<file path="src/rtl/flow_gate_pkg.sv">
package flow_gate_pkg;
  localparam int CTRL_W = 8;

  // bit positions inside the control byte
  localparam int B_DATAEN  = 0;
  localparam int B_SYNCSEL = 1;
  localparam int B_AUDIO   = 2;
  localparam int B_REDEN   = 3;
  localparam int B_WDOFF   = 4;
  localparam int B_BREAK   = 5;
  localparam int B_RESTART = 6;
  localparam int B_SIMEOF  = 7;

  typedef struct packed {
    logic dataEn;
    logic syncSel;
    logic audioMode;
    logic redEn;
    logic eofHold;
    logic eofFall;
    logic restartFall;
  } ctrlStrobes_t;
endpackage

</file>
<file path="src/rtl/flow_gate_ctrl.sv">
module flow_gate_ctrl
  import flow_gate_pkg::*;
(
  input  logic              clk,
  input  logic              rstN,
  input  logic              regWrEn,
  input  logic [CTRL_W-1:0] regWrData,
  input  logic              decoderActive,
  output ctrlStrobes_t      strobes,
  output logic              wdDisable,
  output logic              breakHold
);
  logic [CTRL_W-1:0] ctrlQ;

  always_ff @(posedge clk) begin
    if (!rstN)        ctrlQ <= '0;
    else if (regWrEn) ctrlQ <= regWrData;
  end

  // high-to-low transitions seen through register writes
  logic eofFallNow;
  logic restartFallNow;
  assign eofFallNow     = regWrEn && ctrlQ[B_SIMEOF] && !regWrData[B_SIMEOF] && !decoderActive;
  assign restartFallNow = regWrEn && ctrlQ[B_RESTART] && !regWrData[B_RESTART];

  always_comb begin
    strobes.dataEn      = ctrlQ[B_DATAEN];
    strobes.syncSel     = ctrlQ[B_SYNCSEL];
    strobes.audioMode   = ctrlQ[B_AUDIO];
    strobes.redEn       = ctrlQ[B_REDEN];
    strobes.eofHold     = ctrlQ[B_SIMEOF];
    strobes.eofFall     = eofFallNow;
    strobes.restartFall = restartFallNow;
  end

  assign wdDisable = ctrlQ[B_WDOFF];
  assign breakHold = ctrlQ[B_BREAK];
endmodule

</file>
<file path="src/rtl/flow_gate_path.sv">
module flow_gate_path
  import flow_gate_pkg::*;
(
  input  logic         clk,
  input  logic         rstN,
  input  ctrlStrobes_t strobes,
  input  logic         syncDet,
  input  logic         c1FlagDet,
  input  logic         hdrReady,
  input  logic         qFrameReady,
  output logic         storeEn,
  output logic         frameRst,
  output logic         syncSearchRestart,
  output logic         readyStatus,
  output logic         flowState
);
  logic flowQ;
  logic flowNext;

  always_comb begin
    flowNext = flowQ;
    if (strobes.audioMode) begin
      if (c1FlagDet) flowNext = strobes.redEn;
    end else if (strobes.syncSel) begin
      if (syncDet) flowNext = strobes.dataEn;
    end else begin
      flowNext = strobes.dataEn;
    end
  end

  always_ff @(posedge clk) begin
    if (!rstN) begin
      flowQ             <= 1'b0;
      frameRst          <= 1'b0;
      syncSearchRestart <= 1'b0;
    end else begin
      flowQ             <= flowNext;
      frameRst          <= strobes.eofFall;
      syncSearchRestart <= strobes.restartFall;
    end
  end

  assign storeEn     = flowQ && !strobes.eofHold;
  assign readyStatus = strobes.audioMode ? qFrameReady : hdrReady;
  assign flowState   = flowQ;
endmodule

</file>
<file path="src/rtl/flow_gate.sv">
module flow_gate
  import flow_gate_pkg::*;
(
  input  logic              clk,
  input  logic              rstN,
  input  logic              regWrEn,
  input  logic [CTRL_W-1:0] regWrData,
  input  logic              syncDet,
  input  logic              c1FlagDet,
  input  logic              decoderActive,
  input  logic              hdrReady,
  input  logic              qFrameReady,
  output logic              storeEn,
  output logic              frameRst,
  output logic              syncSearchRestart,
  output logic              readyStatus,
  output logic              breakHold,
  output logic              wdDisable
);
  ctrlStrobes_t strobes;
  logic         flowState;

  flow_gate_ctrl u_ctrl (
    .clk(clk), .rstN(rstN), .regWrEn(regWrEn), .regWrData(regWrData),
    .decoderActive(decoderActive), .strobes(strobes),
    .wdDisable(wdDisable), .breakHold(breakHold)
  );

  flow_gate_path u_path (
    .clk(clk), .rstN(rstN), .strobes(strobes), .syncDet(syncDet),
    .c1FlagDet(c1FlagDet), .hdrReady(hdrReady), .qFrameReady(qFrameReady),
    .storeEn(storeEn), .frameRst(frameRst),
    .syncSearchRestart(syncSearchRestart), .readyStatus(readyStatus),
    .flowState(flowState)
  );
endmodule

</file>
<file path="config.mk">
export PLATFORM = sky130hd
export DESIGN_NAME = flow_gate
export DESIGN_NICKNAME = d
export VERILOG_FILES = /design/src/rtl/flow_gate_pkg.sv /design/src/rtl/flow_gate_ctrl.sv /design/src/rtl/flow_gate_path.sv /design/src/rtl/flow_gate.sv
export SDC_FILE = /design/constraint.sdc
export NUM_CORES = 1
export LEC_CHECK = 0
export BUFFER_PORTS_ARGS = -buffer_cell sky130_fd_sc_hd__buf_2
export CAP_MARGIN = 25
export CORE_AREA = 3 3 40 42
export DETAILED_ROUTE_END_ITERATION = 10
export DIE_AREA = 0 0 43 45
export GPL_TIMING_DRIVEN = 0
export PLACE_DENSITY = 0.71
export SETUP_SLACK_MARGIN = 0.15
export SLEW_MARGIN = 20
export SYNTH_ARGS = -nofsm -noshare
export SYNTH_HDL_FRONTEND = slang
export SYNTH_SLANG_ARGS = --single-unit
export TNS_END_PERCENT = 20
</file>
<file path="constraint.sdc">
create_clock -name clk -period 0.8 [get_ports clk]
set_input_delay 0.16 -clock clk [delete_from_list [all_inputs] [get_ports clk]]
set_output_delay 0.16 -clock clk [all_outputs]
set_load 0.01 [all_outputs]
</file>
# Word-level counts from Yosys, hierarchy flattened
# Index checks and enable logic that the tools add are counted.
dict set report word_totals {
  ff_bits 11
}
dict set report classes {
  reduce_logical 11
  mux 5
  eq_ne 2
}
# op n
set ops {}
lappend ops {{1-bit logical AND} 6}
lappend ops {{1-bit 2-to-1 mux} 5}
lappend ops {{1-bit zero test} 4}
lappend ops {{3-bit by 2-bit inequality test with 1-bit output (second input constant)} 1}
lappend ops {{2-bit inequality test (second input constant)} 1}
lappend ops {{2-bit AND reduction} 1}

# Longest topological paths before layout
dict set report depth {
  depth_word 3
  ltp_mapped 3
}

# Cells and area by module
# Synthesis repeated with hierarchy kept, for this count alone.
dict set report hier_totals {
  cells_unflattened 48
  hier_area_um2 513.0
}
# module cells_each area_each_um2 n_inst
set by_module_without_submodules {}
lappend by_module_without_submodules {flow_gate_ctrl 35 374.1 1}
lappend by_module_without_submodules {flow_gate_path 13 138.9 1}

# Worst setup path after synthesis
# OpenSTA, ideal clock, no wires.
dict set report synth_path {
  kind {register to output}
  from {register u_ctrl.ctrlQ[2]}
  to {output port readyStatus}
  stages_incl_launch_ff 2
  path_buffers 0
  setup_slack_ps -43
  arrival_time_ps 683
  required_ps 640
  cell_sequence {dfxtp_1 mux2_2}
}
dict set report synth_between {
  elab_chain_len 1
}
# element line
set synth_lines {}
lappend synth_lines {{start, declared} flow_gate_ctrl.sv:13} ;# logic [CTRL_W-1:0] ctrlQ;
lappend synth_lines {{start signal, assigned} flow_gate_ctrl.sv:17} ;# else if (regWrEn) ctrlQ <= regWrData;
lappend synth_lines {{1-bit 2-to-1 mux} flow_gate_path.sv:44} ;# assign readyStatus = strobes.audioMode ? qFrameReady : hdrReady;
lappend synth_lines {{end, declared} flow_gate.sv:16} ;# output logic readyStatus,
# No other way between the ends.

# Final worst setup path
# Ends and elaborated chain as after synthesis.

==> run_results.csv <==
group,metric,value,unit
drt,first_pass_iters,1,
drt,drc,0,
synthesis,syn_nets,55,
worst_setup_path,crit_path_end,"readyStatus",
finish,stdcell_area,647,sq um
pwr,power_density,1780,nW/um^2
pwr,power_frac_clock,32.8,%
worst_setup_path,r2r_start,"u_path.flowState",
finish,layout_common_cells,"17 x buf_2, 9 x nor2b_1, 9 x mux2i_1",
die,die_h,45,um
cts,insertion_delay,270,ps
synthesis,ys_ff_latch,11,
placement,placed_area,576,sq um
drt,antenna_left,0,
worst_setup_path,setup.worst_path.start_class,"flip-flop",
finish,final_common_cell,"buf_2",
finish,utilization,50.3,%
pwr,irDropWorstVdd,0.00107,V
cts,clockBufferDepth,2,
die,core,1280,sq um
cts,clkTransAtPathRegs,70,ps
timing,period_minus_slack,1200,ps
placement,place_worst_setup_slack,-151,ps
synthesis,syn_area,449,sq um
timing,max_freq,833,MHz
pwr,p_int,0.000882,W
outcome,status,"finished with violations",
worst_setup_path,reg2reg_to,"u_path.flowState",
timing,worst_slack,-401,ps
finish,layout-drive-gt1-share,56.9,%
min_path,hold_path.class,"in -> reg",
global_route,grtUsageTotal,10.4,%
timing,tns,-1000,ps
die,initial_core_util,35.0,%
finish,fillCellCount,124,
pwr,seqPwrFrac,51.9,%
cts,cts-root-buf,"clkbuf_4",
worst_setup_path,cp_max_fo,3,
worst_setup_path,end_kind,"primary output",
finish,diodes,0,
synthesis,synth_cell_types,13,
synthesis,ys_warn_count,0,
synthesis,syn_inst,39,
drt,viasPerCell,4.43,
job,maxCapViolations,0,
cts,clkSinkCount,11,
die,io_pins,22,
worst_setup_path,critical_path_required,640,ps
global_route,grt_pass1_vias,349,
drt,wirelength,858,um
global_route,antenna_found_initial,0,
worst_setup_path,reg2reg_setup_slack,-170,ps
timing,slew-limit-headroom,86.5,%
drt,vias,354,
finish,finalNetCount,82,
outcome,violations,"negative setup slack",
die,rows,13,
global_route,grt_max_degree,11,
cts,cts_tree,"done",
timing,rsz0062_at_grt,"yes",
timing,tightest_slew,203,ps
drt,wl_per_cell,10.7,um
pwr,p_total,0.00115,W
cts,htree_levels,1,
global_route,grt_first_pass_wirelength,1440,um
cts,cts_buffers,3,
timing,finalSetupViolations,7,
drt,drt_iter0_markers,0,
synthesis,syn_area_per_cell,11.5,sq um
pwr,cellLeakagePower,0.314,nW
die,dieArea,1940,sq um
pwr,p_switching,0.000268,W
worst_setup_path,path_class,"reg -> out",
worst_setup_path,ff2ff_path_depth,4,
pwr,power_frac_comb,15.2,%
worst_setup_path,crit_start,"u_ctrl.ctrlQ[2]",
finish,syn_to_final_growth,44.0,%
placement,portBuffers,20,
cts,cts_hold_buf,0,
timing,clock_skew,3.81,ps
placement,globalplace.congestion,0.673,
synthesis,seq_area_frac_synth,49.0,%
global_route,grt.overflow.total,0,
worst_setup_path,worst_ep_arrival_time,1040,ps
die,dieWidth,43,um
timing,drv_slew,0,
timing,finalHoldViolations,0,
pwr,power.share.switching,23.3,%
timing,fin_crit_sh,150,%
synthesized netlist by cell type:
library cell | n | share of area (%)
mux2i_1 | 9 | 20
mux2_2 | 1 | 2.5
buf_6 | 1 | 2.5
mux2_1 | 1 | 2.5
nand2b_1 | 1 | 1.4
dfxtp_1 | 11 | 49
nor2b_1 | 9 | 13
a21oi_1 | 1 | 1.1
inv_1 | 1 | 0.83
nand2_2 | 1 | 1.4
nor4b_2 | 1 | 3.3
o21ai_1 | 1 | 1.1
nor3b_1 | 1 | 1.7
registers in the layout, summed over array words and instances (netlist names):
register,cells
u_ctrl.ctrlQ,8
u_path.flowState,1
u_path.frameRst,1
u_path.syncSearchRestart,1
layout make-up:
class / count / area, sq um / area share [%]
sequential: 11 / 228 / 35.2
buffer: 1 / 11.3 / 1.74
clock buffer: 4 / 26.3 / 4.06
inverter: 1 / 3.75 / 0.580
timing repair buffer: 22 / 134 / 20.7
multi-input combinational: 26 / 225 / 34.8
tap: 15 / 18.8 / 2.90
power by group through the flow:
| stage | Combinational (W) | Sequential [W] | Clock (W) |
|---|---|---|---|
| after global routing | 0.000196 | 0.000600 | 0.000422 |
| after floorplan | 0.0000870 | 0.000604 | 0 |
| after detailed placement | 0.000153 | 0.000604 | 0 |
| after CTS | 0.000166 | 0.000596 | 0.000399 |
| final | 0.000175 | 0.000597 | 0.000378 |
| after global placement | 0.000150 | 0.000603 | 0 |
cell families (layout without fill, tap and decap cells):
logic type | after synthesis | in the layout | synth area share (%)
and+or+nand+nor | 13 | 13 | 20.3
muxes | 11 | 11 | 25.1
DFF | 11 | 11 | 49.0
AOI/OAI and AO/OA | 2 | 2 | 2.23
buffers and inverters | 2 | 28 | 3.34
what timing repair did:
| item | CTS | global route |
|---|---|---|
| buffers inserted | 0 | 2 |
| endpoints found under the hold margin | 0 | 0 |
| gates resized for setup | 7 | 3 |
| pin swaps | 1 | 0 |
| endpoints found under the setup margin | 8 | 11 |
per-layer routing:
metal | track usage [%] | routed length (um) | part of all wire, %
met1 | 12.7 | 370 | 43
met2 | 15.0 | 405 | 47
met3 | 6.37 | 81 | 9.4
met4 | 3.61 | 0 | 0
met5 | 0 | 0 | 0
worst max-delay path, cell delays in order (launching register included):
cell and delay (ps):
dfxtp_2 350, mux2_4 300, buf_6 120
how the worst min path moves through the flow:
stage,from,to,cells after the start
floorplan,regWrData[7],u_path.frameRst,1
global placement,decoderActive,u_path.frameRst,2
detailed placement,regWrData[6],u_path.syncSearchRestart,2
CTS,regWrData[6],u_path.syncSearchRestart,2
global route,decoderActive,u_path.frameRst,2
finish,regWrData[6],u_path.syncSearchRestart,2
per-stage QoR:
stage	hold slack, ps	instances
floorplan	231	39
global route	60.8	80
CTS	49.9	78
global placement	339	74
detailed placement	342	74
finish	58.7	80
No activity file was read; power rests on OpenSTA's default activity.
